==> src/rtl/lem_pkg.sv <==
package lem_pkg;

  typedef enum logic [2:0] {
    ST_OFF  = 3'd0,
    ST_LOW  = 3'd1,
    ST_DEAD = 3'd2,
    ST_HIGH = 3'd3,
    ST_OVL  = 3'd4
  } seq_state_t;

  function automatic int max_int(input int a, input int b);
    return (a > b) ? a : b;
  endfunction

endpackage

==> src/rtl/lem_sync_edge.sv <==
module lem_sync_edge #(
  parameter int STAGES = 2
) (
  input  logic clk,
  input  logic rst,
  input  logic din,
  output logic lvl,
  output logic fall
);
  logic [STAGES-1:0] chain;
  logic              prev_q;

  always_ff @(posedge clk) begin
    if (rst) chain[0] <= 1'b0;
    else     chain[0] <= din;
  end

  for (genvar g = 1; g < STAGES; g++) begin : g_stage
    always_ff @(posedge clk) begin
      if (rst) chain[g] <= 1'b0;
      else     chain[g] <= chain[g-1];
    end
  end

  always_ff @(posedge clk) begin
    if (rst) prev_q <= 1'b0;
    else     prev_q <= chain[STAGES-1];
  end

  assign lvl  = chain[STAGES-1];
  assign fall = prev_q & ~chain[STAGES-1];
endmodule

==> src/rtl/lem_ramp_gen.sv <==
module lem_ramp_gen #(
  parameter int RAMP_W   = 8,
  parameter int RAMP_MAX = 255,
  parameter int CLR_CYC  = 25
) (
  input  logic              clk,
  input  logic              rst,
  input  logic              fall,
  output logic              clr,
  output logic [RAMP_W-1:0] ramp
);
  localparam int CW = $clog2(CLR_CYC + 1);
  localparam logic [RAMP_W-1:0] TOP = RAMP_W'(RAMP_MAX);

  logic [CW-1:0]     clr_cnt;
  logic [RAMP_W-1:0] ramp_q;

  // Clear pulse: reloaded on every synchronized drop of the supply.
  always_ff @(posedge clk) begin
    if (rst)                  clr_cnt <= '0;
    else if (fall)            clr_cnt <= CW'(CLR_CYC);
    else if (clr_cnt != '0)   clr_cnt <= clr_cnt - CW'(1);
  end

  assign clr = (clr_cnt != '0);

  // Saturating ramp.
  always_ff @(posedge clk) begin
    if (rst || clr)          ramp_q <= '0;
    else if (ramp_q < TOP)   ramp_q <= ramp_q + RAMP_W'(1);
  end

  assign ramp = ramp_q;
endmodule

==> src/rtl/lem_pwm_latch.sv <==
module lem_pwm_latch #(
  parameter int RAMP_W  = 8,
  parameter int ERR_W   = 8,
  parameter int PWM_REF = 200
) (
  input  logic              clk,
  input  logic              rst,
  input  logic              clr,
  input  logic              fault,
  input  logic              sync_lvl,
  input  logic [RAMP_W-1:0] ramp,
  input  logic [ERR_W-1:0]  err,
  input  logic [ERR_W-1:0]  ss,
  output logic              latch
);
  localparam int SUM_W = lem_pkg::max_int(RAMP_W, ERR_W) + 1;
  localparam logic [SUM_W-1:0] REF = SUM_W'(PWM_REF);

  logic [ERR_W-1:0] eff;
  logic [SUM_W-1:0] sum;
  logic             set_req;
  logic             latch_q;

  always_comb begin
    eff     = (err < ss) ? err : ss;
    sum     = SUM_W'(ramp) + SUM_W'(eff);
    set_req = sync_lvl && (sum > REF);
  end

  // Clearing (reset pulse, fault) wins over setting.
  always_ff @(posedge clk) begin
    if (rst || clr || fault) latch_q <= 1'b0;
    else if (set_req)        latch_q <= 1'b1;
  end

  assign latch = latch_q;
endmodule

==> src/rtl/lem_gate_seq.sv <==
module lem_gate_seq #(
  parameter int GAP_CYC = 7
) (
  input  logic clk,
  input  logic rst,
  input  logic fault,
  input  logic latch,
  output logic hs_on,
  output logic ls_on
);
  import lem_pkg::*;

  localparam int GW = $clog2(GAP_CYC + 1);
  localparam logic [GW-1:0] GAP_LOAD = GW'(GAP_CYC - 1);

  seq_state_t st_q, st_n;
  logic [GW-1:0] cnt_q, cnt_n;
  logic hs_q, ls_q;

  always_comb begin
    st_n  = st_q;
    cnt_n = cnt_q;
    if (fault) begin
      st_n = ST_OFF;
    end else begin
      unique case (st_q)
        ST_OFF: st_n = ST_LOW;
        ST_LOW: begin
          if (latch) begin
            st_n  = ST_DEAD;
            cnt_n = GAP_LOAD;
          end
        end
        ST_DEAD: begin
          if (!latch)             st_n = ST_LOW;
          else if (cnt_q == '0)   st_n = ST_HIGH;
          else                    cnt_n = cnt_q - GW'(1);
        end
        ST_HIGH: begin
          if (!latch) begin
            st_n  = ST_OVL;
            cnt_n = GAP_LOAD;
          end
        end
        ST_OVL: begin
          if (cnt_q == '0) st_n = ST_LOW;
          else             cnt_n = cnt_q - GW'(1);
        end
        default: st_n = ST_OFF;
      endcase
    end
  end

  always_ff @(posedge clk) begin
    if (rst) begin
      st_q  <= ST_OFF;
      cnt_q <= '0;
      hs_q  <= 1'b0;
      ls_q  <= 1'b0;
    end else begin
      st_q  <= st_n;
      cnt_q <= cnt_n;
      hs_q  <= (st_n == ST_HIGH) || (st_n == ST_OVL);
      ls_q  <= (st_n == ST_LOW)  || (st_n == ST_OVL);
    end
  end

  assign hs_on = hs_q;
  assign ls_on = ls_q;
endmodule

==> src/rtl/lem_pwm_seq.sv <==
module lem_pwm_seq #(
  parameter int RAMP_W      = 8,
  parameter int ERR_W       = 8,
  parameter int RAMP_MAX    = 255,
  parameter int PWM_REF     = 200,
  parameter int CLR_CYC     = 25,
  parameter int GAP_CYC     = 7,
  parameter int SYNC_STAGES = 2
) (
  input  logic             clk,
  input  logic             rst,
  input  logic             sync_in,
  input  logic             fault_in,
  input  logic [ERR_W-1:0] err_in,
  input  logic [ERR_W-1:0] ss_lim,
  output logic             hs_on,
  output logic             ls_on
);
  logic              sync_lvl;
  logic              sync_fall;
  logic              clr;
  logic [RAMP_W-1:0] ramp_q;
  logic              latch_q;

  lem_sync_edge #(.STAGES(SYNC_STAGES)) u_sync (
    .clk  (clk),
    .rst  (rst),
    .din  (sync_in),
    .lvl  (sync_lvl),
    .fall (sync_fall)
  );

  lem_ramp_gen #(
    .RAMP_W   (RAMP_W),
    .RAMP_MAX (RAMP_MAX),
    .CLR_CYC  (CLR_CYC)
  ) u_ramp (
    .clk  (clk),
    .rst  (rst),
    .fall (sync_fall),
    .clr  (clr),
    .ramp (ramp_q)
  );

  lem_pwm_latch #(
    .RAMP_W  (RAMP_W),
    .ERR_W   (ERR_W),
    .PWM_REF (PWM_REF)
  ) u_latch (
    .clk      (clk),
    .rst      (rst),
    .clr      (clr),
    .fault    (fault_in),
    .sync_lvl (sync_lvl),
    .ramp     (ramp_q),
    .err      (err_in),
    .ss       (ss_lim),
    .latch    (latch_q)
  );

  lem_gate_seq #(.GAP_CYC(GAP_CYC)) u_seq (
    .clk   (clk),
    .rst   (rst),
    .fault (fault_in),
    .latch (latch_q),
    .hs_on (hs_on),
    .ls_on (ls_on)
  );
endmodule

==> config.mk <==
export PLATFORM = sky130hd
export DESIGN_NAME = lem_pwm_seq
export DESIGN_NICKNAME = d
export VERILOG_FILES = /design/src/rtl/lem_pkg.sv /design/src/rtl/lem_sync_edge.sv /design/src/rtl/lem_ramp_gen.sv /design/src/rtl/lem_pwm_latch.sv /design/src/rtl/lem_gate_seq.sv /design/src/rtl/lem_pwm_seq.sv
export SDC_FILE = /design/constraint.sdc
export NUM_CORES = 1
export LEC_CHECK = 0
export BUFFER_PORTS_ARGS = -buffer_cell sky130_fd_sc_hd__buf_4
export CELL_PAD_IN_SITES_DETAIL_PLACEMENT = 1
export CELL_PAD_IN_SITES_GLOBAL_PLACEMENT = 1
export CORE_MARGIN = 2
export CORE_UTILIZATION = 48
export CTS_BUF_LIST = sky130_fd_sc_hd__clkbuf_8
export DETAILED_ROUTE_END_ITERATION = 8
export HOLD_SLACK_MARGIN = 0.05
export PLACE_DENSITY = 0.87
export SYNTH_ARGS = -nofsm -noshare
export SYNTH_HDL_FRONTEND = slang
export SYNTH_SLANG_ARGS = --single-unit
==> constraint.sdc <==
create_clock -name clk -period 11.5 [get_ports clk]
set_clock_uncertainty 0.05 [all_clocks]
set_input_delay 1.725 -clock clk [delete_from_list [all_inputs] [get_ports clk]]
set_output_delay 1.725 -clock clk [all_outputs]
set_load 0.05 [all_outputs]
* Word level (Yosys, flattened, before mapping) *
Index checks and enable logic that the tools add are counted.
Widths: inputs -> output; s select.

word-level totals
  flip-flop bits (word level) = 25
  bits in latches = 0
  memory bits (writable) = 0
  memory bits (read-only) = 0
  input port bits = 20
  output and inout bits = 2
  word-level logic and storage cells = 58
  memories kept = 0

operators by class
  add/subtract/negate cells = 4
  multipliers = 0
  div/mod/pow operators = 0
  magnitude comparators = 3
  equal/unequal tests = 10
  shift-type cells = 0
  mux-type cells = 15
  bitwise operators = 3
  reductions and logical operators = 12

operator list
  operator             count
  $mux 3               10
  $pmux 3 s5           1
  $pmux 3 s4           1
  $mux 5               2
  $add 8x8->9          1
  $eq 3x2->1 const B   3
  $gt 9x8->1 const B   1
  $add 8x1->8 const B  1
  $lt 8x8->1           1
  $lt 8x8->1 const B   1
  $mux 8               1
  $eq 3x1->1 const B   2
  $eq 3x3->1 const B   2
  $logic_not 3->1      2
  $ne 2x2->1 const B   3
  $reduce_and 5->1     1
  $reduce_bool 5->1    1
  $sub 5x1->5 const B  1
  $logic_or 1x1->1     4
  $reduce_bool 4->1    1
  $sub 3x1->3 const B  1
  $not 1->1            2
  $reduce_bool 2->1    1
  $reduce_or 2->1      1
  other kinds (2)      2

* Longest topological paths before layout *
Gate-level depths: netlist of run 1.

  depth after elaboration = 7
  mapped depth = 17
  depth with buffers taken out = 17

* Hierarchy *
Synthesis of run 1 repeated with hierarchy kept, for this count alone.

second synthesis, totals
  cell total of the unflattened synthesis = 221
  area, all modules = 1871.8 um2

modules (own cells, without submodules)
  module         times used  cells an instance  area an instance (um2)  sequential area each (um2)
  lem_pwm_latch  1           83                 670.6                   20.0
  lem_ramp_gen   1           73                 640.6                   260.2
  lem_gate_seq   1           58                 473.0                   160.2
  lem_sync_edge  1           7                  87.6                    60.1

* Worst setup path after synthesis of run 1 *
OpenSTA, ideal clock, no wires.

  path kind = input to register
  start = in ss_lim[4]
  end = reg u_latch.latch_q, in the netlist u_latch.latch
  library setup time = 0.114 ns
  arrival = 4.781 ns
  setup slack = 6.554 ns
  stages = 17
  cell sequence = inv_1 > ha_1 > a21o_1 > a21o_1 > a21oi_1 > o21ai_1 > a21oi_4 > mux2_2 > ha_1 > inv_1 > fa_1 > nand3b_1 > a221oi_1 > a31o_2 > o21ai_0 > or3_1 > a21bo_1

between the ends
  word-level cells in the longest chain between the ends = 5

RTL lines
  element                 RTL line             RTL
  start: declaration      lem_pwm_seq.sv:15    input logic [ERR_W-1:0] ss_lim,
  $lt 8x8->1              lem_pwm_latch.sv:25  eff = (err < ss) ? err : ss;
  $mux 8 *                lem_pwm_latch.sv:25
  $add 8x8->9 *           lem_pwm_latch.sv:26  sum = SUM_W'(ramp) + SUM_W'(eff);
  $gt 9x8->1 *            lem_pwm_latch.sv:27  set_req = sync_lvl && (sum > REF);
  $logic_and 1x1->1 *     lem_pwm_latch.sv:27
  end signal: assignment  lem_pwm_latch.sv:32  if (rst || clr || fault) latch_q <= 1'b0;
  end signal: assignment  lem_pwm_latch.sv:33  else if (set_req) latch_q <= 1'b1;
  end: declaration        lem_pwm_latch.sv:22  logic latch_q;

Mark *: on every way between the ends. The rest lies on a longest branch, timed or not.
A chain may end at the register's enable or synchronous reset.

* Final worst setup path of run 1 *
  start = in err_in[4]
  end = reg u_latch.latch_q, in the netlist u_latch.latch

between the ends
  word-level cells in the longest chain between the ends = 5

RTL lines
  element              RTL line             RTL
  start: declaration   lem_pwm_seq.sv:14    input logic [ERR_W-1:0] err_in,
  $lt 8x8->1           lem_pwm_latch.sv:25
  $mux 8 *             lem_pwm_latch.sv:25
  $add 8x8->9 *        lem_pwm_latch.sv:26
  $gt 9x8->1 *         lem_pwm_latch.sv:27
  $logic_and 1x1->1 *  lem_pwm_latch.sv:27

Marks and branches as above.

==> results of run 1 <==
[metal layers]
metal	vias up	GRT usage	routed length, microns
li1	756	-	-
met1	722	0.273	1900
met2	22	0.375	2000
met3	6	0.0299	109
met4	0	0.0571	45
met5	-	0	0
[flip-flops by register name (all words and copies together), names as in the netlist]
register	flops
u_sync.prev_q	1
u_ramp.ramp	8
u_ramp.clr_cnt	5
u_latch.latch	1
u_seq.ls_on	1
u_seq.st_q	3
u_sync.chain	1
u_sync.lvl	1
u_seq.hs_on	1
u_seq.cnt_q	3
[area by class of cell]
cell class | count | area, sq um | area share
multi-input cells | 153 | 1120 | 0.574
flip-flops and latches | 25 | 500 | 0.256
repair buffers | 21 | 158 | 0.0805
inverters | 19 | 71.3 | 0.0364
well taps | 46 | 57.6 | 0.0294
clock buffers | 3 | 41.3 | 0.0211
clock inverters | 1 | 5.00 | 0.00256
[power by group through the flow]
stage	Combinational, mW	Sequential (mW)	Clock [mW]
after global placement	0.0835	0.103	0
after global routing	0.102	0.104	0.0577
after floorplan	0.0699	0.103	0
final	0.0909	0.102	0.0512
after detailed placement	0.0914	0.104	0
after CTS	0.0920	0.102	0.0520
[worst paths after layout]
check	start	to	depth (start not counted)
min reg2reg	u_sync.chain[0]	u_sync.lvl	1
min	u_sync.chain[0]	u_sync.lvl	1
max reg2reg	u_ramp.ramp[0]	u_latch.latch	9
max	err_in[4]	u_latch.latch	17
[Yosys cell counts (all sizes together) (6+ instances only)]
library cell	number	share of area
nand3	9	0.026
inv	19	0.042
dfxtp	25	0.29
nor2b	6	0.022
ha	20	0.15
nor3	6	0.018
nor2	23	0.055
mux2	8	0.053
xnor2	7	0.036
o21ai	15	0.044
a21oi	11	0.043
[critical path, delay by kind of cell]
kind                     cells  cell delay (ns)
adder cells (fa/ha/maj)      3             0.88
multiplexers                 1             0.22
AO/OA/AOI/OAI                9             1.59
buffers and inverters        2             0.18
AND/OR/NAND/NOR              2             0.61
[placed cells by master (no fill, tap or decap), types with 2 or more instances in the layout]
cell type and n:
o21ai_0 13, nand2b_1 4, nor2_1 22, nand3_1 9
nor3b_1 2, nand2_1 3, inv_1 19, a311oi_1 2
clkbuf_8 3, nand4_1 2, xor2_1 2, xnor2_1 7
nor3_1 6, a21oi_2 2, mux2i_1 2, nor2b_1 6
mux2_2 7, o21ai_1 2, dfxtp_1 25, and3_1 5
o21bai_1 2, or3_1 4, buf_4 21, a21oi_1 8
a21o_1 4, ha_1 20, a211oi_1 4
[through the flow]
step	area, sq um	total power [mW]	hold WS (ns)
final	1960	0.244	0.419
after global routing	1960	0.263	0.443
after floorplan	1720	0.173	0.364
after detailed placement	1910	0.196	0.405
after CTS	1960	0.246	0.422
after global placement	1910	0.187	0.374
[cells by family after synthesis]
logic type                 after synthesis
DFF                                     25
AOI/OAI and AO/OA                       46
adders and majority gates               21
muxes                                   10
buffers and inverters                   22
xor gates and xnor gates                 9
and+or+nand+nor                         67
==> impl_metrics.toml, run 1 <==
[die]
die_y_microns = 63.8
coreArea_sq_um = 3390
start_util = 0.506
rows = 21
die_area_sq_um = 4070
io_pins = 22
die_w_microns = 63.8

[power_and_ir_drop]
p_per_area_nw_per_um2 = 125
peakVddDrop_mv = 0.0926
clkPwrFrac = 0.210
power.leakage_nw = 0.869
combPwrFrac = 0.372
switchingPower_uw = 81.9
power.internal_uw = 162
switching_share = 0.335
p_seq_frac = 0.418

[synth]
synthAdderAreaFrac = 0.158
netlist_area_sq_um = 1720
ys.flop_type = "dfxtp_1"
netlist_instances = 200
synth_top_family_by_area = "simple AND/OR/NAND/NOR gates"
yosys.area_share.simple = 0.205
synth-warning-count = 0
synth_seq_area_share = 0.292
synth_xor_area_frac = 0.0460
ys_ff_latch = 25
synth.distinct_cells = 42
synth_compound_area_frac = 0.183
synth_area_per_cell_sq_um = 8.58
muxShareOfSynthArea = 0.0642
synthArstFlopShare = 0
synth_nets = 241
synth_edf_count = 0

[clocking]
insertion_delay_ns = 0.27
cts_tree = "done"
postCtsHoldBufs = 0
cts.reportedPaths.clkPinSlew_ns = 0.09
postCtsSetupBuffers = 0
clk_path_buf_depth = 2
root_buffer = "clkbuf_8"
cts_made_buffers = 3
clock_sinks = 25
h-tree-depth = 1
cts_resized = 0

[setup_path]
crit_path_end_kind = "flop"
path_cells = "buf_4, ha_1, a21o_1, a21o_1, a21oi_1, o21ai_1, a21oi_4, mux2_2, ha_1, inv_1, fa_1, nand3b_1, a221oi_1, a31o_2, o21ai_0, or3_1, a21bo_1"
crit_path_start_kind = "primary input"
cp_max_fo = 9
cp.arrival_ns = 5.21
worstSetupPathType = "in -> reg"
ff2ff_setup_slack_ns = 8.97
max_stage_delay_ns = 0.39
cp_slowest_cell = "fa_1"
cp.required_ns = 11.62

[grt]
antenna_found_initial = 0
grt_usage = 0.214
grt_first_pass_wirelength_microns = 7070
grt-ovfl-total = 0
grt_max_degree = 16
grt_pass1_vias = 1628

[timing]
drv_slew = 0
fmax_mhz = 196
finalHoldViolCount = 0
fin_crit_ns = 5.09
period_share = 0.443
tns_ns = 0
slew_headroom = 0.768
fin_ws_ns = 6.41
setup_viol = 0
rsz0062_at_grt = "false"
worst_slew_pin_slew_ns = 0.345

[layout]
final_util = 0.578
area_growth_pct = 14.2
antenna_cells = 0
drive_gt1_frac = 0.176
fillers = 427
instances_no_fill = 268
num-nets-final = 264

[place]
dp.cells = 264
place.gp.congestion = 0.957
dp_slack_ns = 6.12
port_buffers = 21
dp_hpwl_microns = 3380

[drt]
first_pass_iters = 4
wl_microns = 4050
wl_per_cell_microns = 15.1
vias = 1506
via_per_inst = 5.62
first_iter_violations = 49
antenna_left = 0
drc = 0

[outcome]
status = "finished, final reports clean"

[hold_path]
hp-class = "reg -> reg"

[flow_run]
drv_cap = 0
Power figures use the tool's default switching activity.
==> run 2, diff against run 1 <==
--- a/config.mk
+++ b/config.mk
@@ -9,11 +9,11 @@
 export CELL_PAD_IN_SITES_DETAIL_PLACEMENT = 1
 export CELL_PAD_IN_SITES_GLOBAL_PLACEMENT = 1
 export CORE_MARGIN = 2
-export CORE_UTILIZATION = 48
+export CORE_UTILIZATION = 41
 export CTS_BUF_LIST = sky130_fd_sc_hd__clkbuf_8
 export DETAILED_ROUTE_END_ITERATION = 8
 export HOLD_SLACK_MARGIN = 0.05
-export PLACE_DENSITY = 0.87
+export PLACE_DENSITY = 0.8
 export SYNTH_ARGS = -nofsm -noshare
 export SYNTH_HDL_FRONTEND = slang
 export SYNTH_SLANG_ARGS = --single-unit
==> constraint.sdc (replaced) <==
create_clock -name clk -period 4.2 [get_ports clk]
set_clock_uncertainty 0.05 [all_clocks]
set_input_delay 0.63 -clock clk [delete_from_list [all_inputs] [get_ports clk]]
set_output_delay 0.63 -clock clk [all_outputs]
set_load 0.05 [all_outputs]
==> run 2 against run 1 <==
Flip-flop and latch count did not move. Clock power grew to 2.8 times the previous value. Global-route usage decreased by 4.3 points. Register-to-register slack got worse by 7.2 ns. Sequential power increased to 2.7 times the previous value. Count of clock-buffer cells in the layout unchanged. Via count shrank 3.7%. Routed wire length fell by 11%. Sequential share of layout area down 0.19 points. Core utilization down 8.4 points.
==> impl_metrics.toml, run 2 (same netlist as run 1, synthesis figures left out) <==
[power_and_ir_drop]
power.leakage_nw = 0.870
p_per_area_nw_per_um2 = 337
peakVddDrop_mv = 0.209

[die]
die_w_microns = 68.7
coreArea_sq_um = 4000
die_area_sq_um = 4720
die_y_microns = 68.7
io_pins = 22
start_util = 0.429
rows = 23

[timing]
slew_headroom = 0.755
fin_crit_ns = 3.83
hold_ws_ns = 0.411
setup_viol = 0
drv_slew = 0
tns_ns = 0
fin_ws_ns = 0.370
worst_slew_pin_slew_ns = 0.364
finalHoldViolCount = 0
rsz0062_at_grt = "false"
period_share = 0.912
fmax_mhz = 261

[grt]
grt_usage = 0.171
grt-ovfl-total = 0
grt_pass1_vias = 1400
antenna_found_initial = 0
grt_max_degree = 16
grt_first_pass_wirelength_microns = 6170

[layout]
fillers = 494
layout_common_cells = "dfxtp_1, nor2_1, buf_4"
final_common_cell = "dfxtp_1"
drive_gt1_frac = 0.179
num-nets-final = 265
antenna_cells = 0
final_util = 0.493
area_growth_pct = 15.0
largest_reg_flops = 8

[clocking]
postCtsHoldBufs = 0
cts_resized = 0
cts_made_buffers = 3
clk_path_buf_depth = 2
postCtsSetupBuffers = 0
insertion_delay_ns = 0.27
h-tree-depth = 1
clock_sinks = 25
cts_tree = "done"
root_buffer = "clkbuf_8"
cts.reportedPaths.clkPinSlew_ns = 0.09

[setup_path]
crit_path_start_kind = "primary input"
worstSetupPathType = "in -> reg"
crit_path_end_kind = "flop"
cp.arrival_ns = 3.95
cp.required_ns = 4.32
cp_max_fo = 6

[drt]
drc = 0
vias = 1451
first_pass_iters = 4
antenna_left = 0
wl_microns = 3610
via_per_inst = 5.32
first_iter_violations = 30
wl_per_cell_microns = 13.2

[place]
place.gp.congestion = 0.779
dp_hpwl_microns = 3000
dp_slack_ns = 0.0666
port_buffers = 21

[outcome]
status = "finished, final reports clean"

[hold_path]
hp-class = "reg -> reg"

[flow_run]
drv_cap = 0
## run 2: power by group
group	total, mW	switching, mW	internal [mW]
logic	0.242	0.123	0.119
registers	0.278	0.0176	0.260
clock network	0.144	0.0770	0.0671
total	0.664	0.218	0.446
## run 2: metal layers
| metal | GRT usage | part of all wire |
|---|---|---|
| met5 | 0 | 0 |
| met4 | 0.0375 | 0.0047 |
| met3 | 0.0292 | 0.025 |
| met2 | 0.269 | 0.46 |
| met1 | 0.243 | 0.51 |
## run 2: worst paths after layout
| path | from | to | slack (ns) | cells past startpoint |
|---|---|---|---|---|
| worst max-delay path | err_in[4] | u_latch.latch | 0.37 | 17 |
| worst min-delay path | u_sync.chain[0] | u_sync.lvl | 0.41 | 1 |
| worst min register to register | u_sync.chain[0] | u_sync.lvl | 0.41 | 1 |
| worst max register to register | u_ramp.ramp[0] | u_latch.latch | 1.77 | 9 |
## run 2: per-stage QoR
step | cell area, sq um | std cells | total power [mW]
3_5_place_dp | 1920 | 269 | 0.528
4_1_cts | 1970 | 273 | 0.674
2_1_floorplan | 1720 | 200 | 0.473
6_report | 1970 | 273 | 0.664
3_3_place_gp | 1920 | 269 | 0.522
5_1_grt | 1970 | 273 | 0.722
## run 2: layout make-up
class,instances,area [sq um],area share
Sequential cell,25,500,0.254
Tap cell,50,62.6,0.0317
Clock buffer,3,41.3,0.0209
Multi-Input combinational cell,153,1120,0.570
Clock inverter,1,7.51,0.00380
Timing Repair Buffer,22,165,0.0837
Inverter,19,71.3,0.0361
## run 2: worst max-delay path: stages
cell and delay (ns):
buf_4 0.11, ha_1 0.30, a21o_1 0.18, a21o_1 0.16, a21oi_1 0.14, o21ai_1 0.12
a21oi_4 0.25, mux2_2 0.20, ha_1 0.17, inv_1 0.06, fa_1 0.39, nand3b_1 0.22
a221oi_1 0.26, a31o_2 0.14, o21ai_0 0.07, or3_1 0.37, a21bo_1 0.17
==> run 3, diff against run 2 <==
--- a/config.mk
+++ b/config.mk
@@ -9,11 +9,12 @@
 export CELL_PAD_IN_SITES_DETAIL_PLACEMENT = 1
 export CELL_PAD_IN_SITES_GLOBAL_PLACEMENT = 1
 export CORE_MARGIN = 2
-export CORE_UTILIZATION = 41
+export CORE_UTILIZATION = 40
 export CTS_BUF_LIST = sky130_fd_sc_hd__clkbuf_8
 export DETAILED_ROUTE_END_ITERATION = 8
+export GPL_TIMING_DRIVEN = 0
 export HOLD_SLACK_MARGIN = 0.05
-export PLACE_DENSITY = 0.8
+export PLACE_DENSITY = 0.78
 export SYNTH_ARGS = -nofsm -noshare
 export SYNTH_HDL_FRONTEND = slang
 export SYNTH_SLANG_ARGS = --single-unit
==> run 3 against run 2 <==
Critical path depth unchanged. Power increased by 4.2%. Worst setup slack got worse by 0.093 ns. Sequential power is essentially flat. Cell area is 2.9% higher. Flip-flop and latch count unchanged. Global-route usage shrank 1.5 points. Count of clock-buffer cells in the layout is the same. Critical path type unchanged.
==> impl_metrics.toml, run 3 (same netlist as run 1, synthesis figures left out) <==
[die]
rows = 23
coreArea_sq_um = 4060
die_w_microns = 69.5
die_y_microns = 69.5
die_area_sq_um = 4830
io_pins = 22
start_util = 0.423

[setup_path]
cp_max_fo = 8
crit_family = "compound AO/OA/AOI/OAI gates"
crit_path_end_kind = "flop"
reg2reg_to = "u_latch.latch"
cp_slowest_cell = "fa_1"
r2r-start = "u_ramp.ramp[0]"
worstSetupPathType = "in -> reg"
path_cells = "buf_4, ha_1, a21o_1, a21o_1, a21oi_1, o21ai_1, a21oi_4, mux2_2, ha_1, inv_1, fa_1, nand3b_1, a221oi_1, a31o_2, o21ai_0, or3_1, a21bo_1"
crit_path_start_kind = "primary input"
crit_cells = 17
crit_buf_inv = 2
r2r_cells = 9
cp.arrival_ns = 4.06
max_stage_delay_ns = 0.41
ff2ff_setup_slack_ns = 1.73
cp.required_ns = 4.34

[flow_run]
drv_cap = 0

[timing]
drv_slew = 0
period_share = 0.934
finalHoldViolCount = 0
slew_headroom = 0.711
fmax_mhz = 255
rsz0062_at_grt = "false"
hold_ws_ns = 0.415
worst_slew_pin_slew_ns = 0.434
tns_ns = 0
setup_viol = 0
fin_crit_ns = 3.92

[drt]
via_per_inst = 5.30
antenna_left = 0
vias = 1488
first_iter_violations = 28
first_pass_iters = 4
wl_per_cell_microns = 13.6
wl_microns = 3820
drc = 0

[layout]
num-nets-final = 273
layout_common_cells = "buf_4, dfxtp_1, nor2_1"
largest_reg_flops = 8
final_common_cell = "buf_4"
area_growth_pct = 18.3
final_util = 0.500
antenna_cells = 0
finish.instance_area_sq_um = 2030
drive_gt1_frac = 0.199

[power_and_ir_drop]
p_per_area_nw_per_um2 = 341
peakVddDrop_mv = 0.172
power.leakage_nw = 0.902

[grt]
grt_usage = 0.155
antenna_found_initial = 0
grt_first_pass_wirelength_microns = 6180
grt_max_degree = 16
grt_pass1_vias = 1418
grt-ovfl-total = 0

[clocking]
cts.reportedPaths.clkPinSlew_ns = 0.10
postCtsSetupBuffers = 0
h-tree-depth = 1
root_buffer = "clkbuf_8"
cts_resized = 0
insertion_delay_ns = 0.28
postCtsHoldBufs = 0
clk_path_buf_depth = 2
cts_made_buffers = 3
clock_sinks = 25
cts_tree = "done"

[hold_path]
min_from = "u_sync.chain[0]"
hold_depth = 1
hp-class = "reg -> reg"
min_to = "u_sync.lvl"

[outcome]
status = "finished, final reports clean"

[place]
dp_hpwl_microns = 2960
port_buffers = 21
placed_area_sq_um = 1940
place.gp.congestion = 0.776
-- run 3: power by group --
group,switching [mW],internal (mW),leakage (nW)
registers,0.0199,0.260,0.204
clock network,0.0825,0.0675,0.0217
logic,0.129,0.132,0.677
-- run 3: area by class of cell --
cell class              count  area, sq um
fillers                   511         2030
multi-input cells         153         1120
flip-flops and latches     25          500
repair buffers             27          203
inverters                  19         71.3
well taps                  50         62.6
clock buffers               3         41.3
plain buffers               3         18.8
clock inverters             1         7.51
-- run 3: routing by layer --
metal | global-route usage | vias up | wire length, microns
met5 | 0 | - | 0
met4 | 0.0458 | 0 | 31
li1 | - | 775 | -
met1 | 0.212 | 689 | 1930
met3 | 0.0247 | 4 | 114
met2 | 0.252 | 20 | 1750
-- run 3: worst max-delay path by stage --
stage,startpoint,end,slack (ns)
finish,err_in[4],u_latch.latch,0.28
CTS,err_in[4],u_latch.latch,0.13
floorplan,ss_lim[4],u_latch.latch,0.35
global route,ss_lim[4],u_latch.latch,0.03
detailed placement,err_in[4],u_latch.latch,-0.18
global placement,err_in[4],u_latch.latch,-0.05
-- run 3: stage by stage --
step	power [mW]	instances	setup WS, ns
after global placement	0.526	271	-0.0486
after CTS	0.692	275	0.128
after global routing	0.743	281	0.0304
after floorplan	0.473	200	0.349
after detailed placement	0.540	271	-0.184
final	0.692	281	0.277
-- run 3: worst reg2reg max path, stage by stage, from the launching register on --
cell and delay (ns):
dfxtp_1 0.41, ha_1 0.21, inv_1 0.07, fa_1 0.41, nand3b_1 0.22, a221oi_1 0.26
a31o_2 0.14, o21ai_0 0.07, or3_1 0.38, a21bo_1 0.17
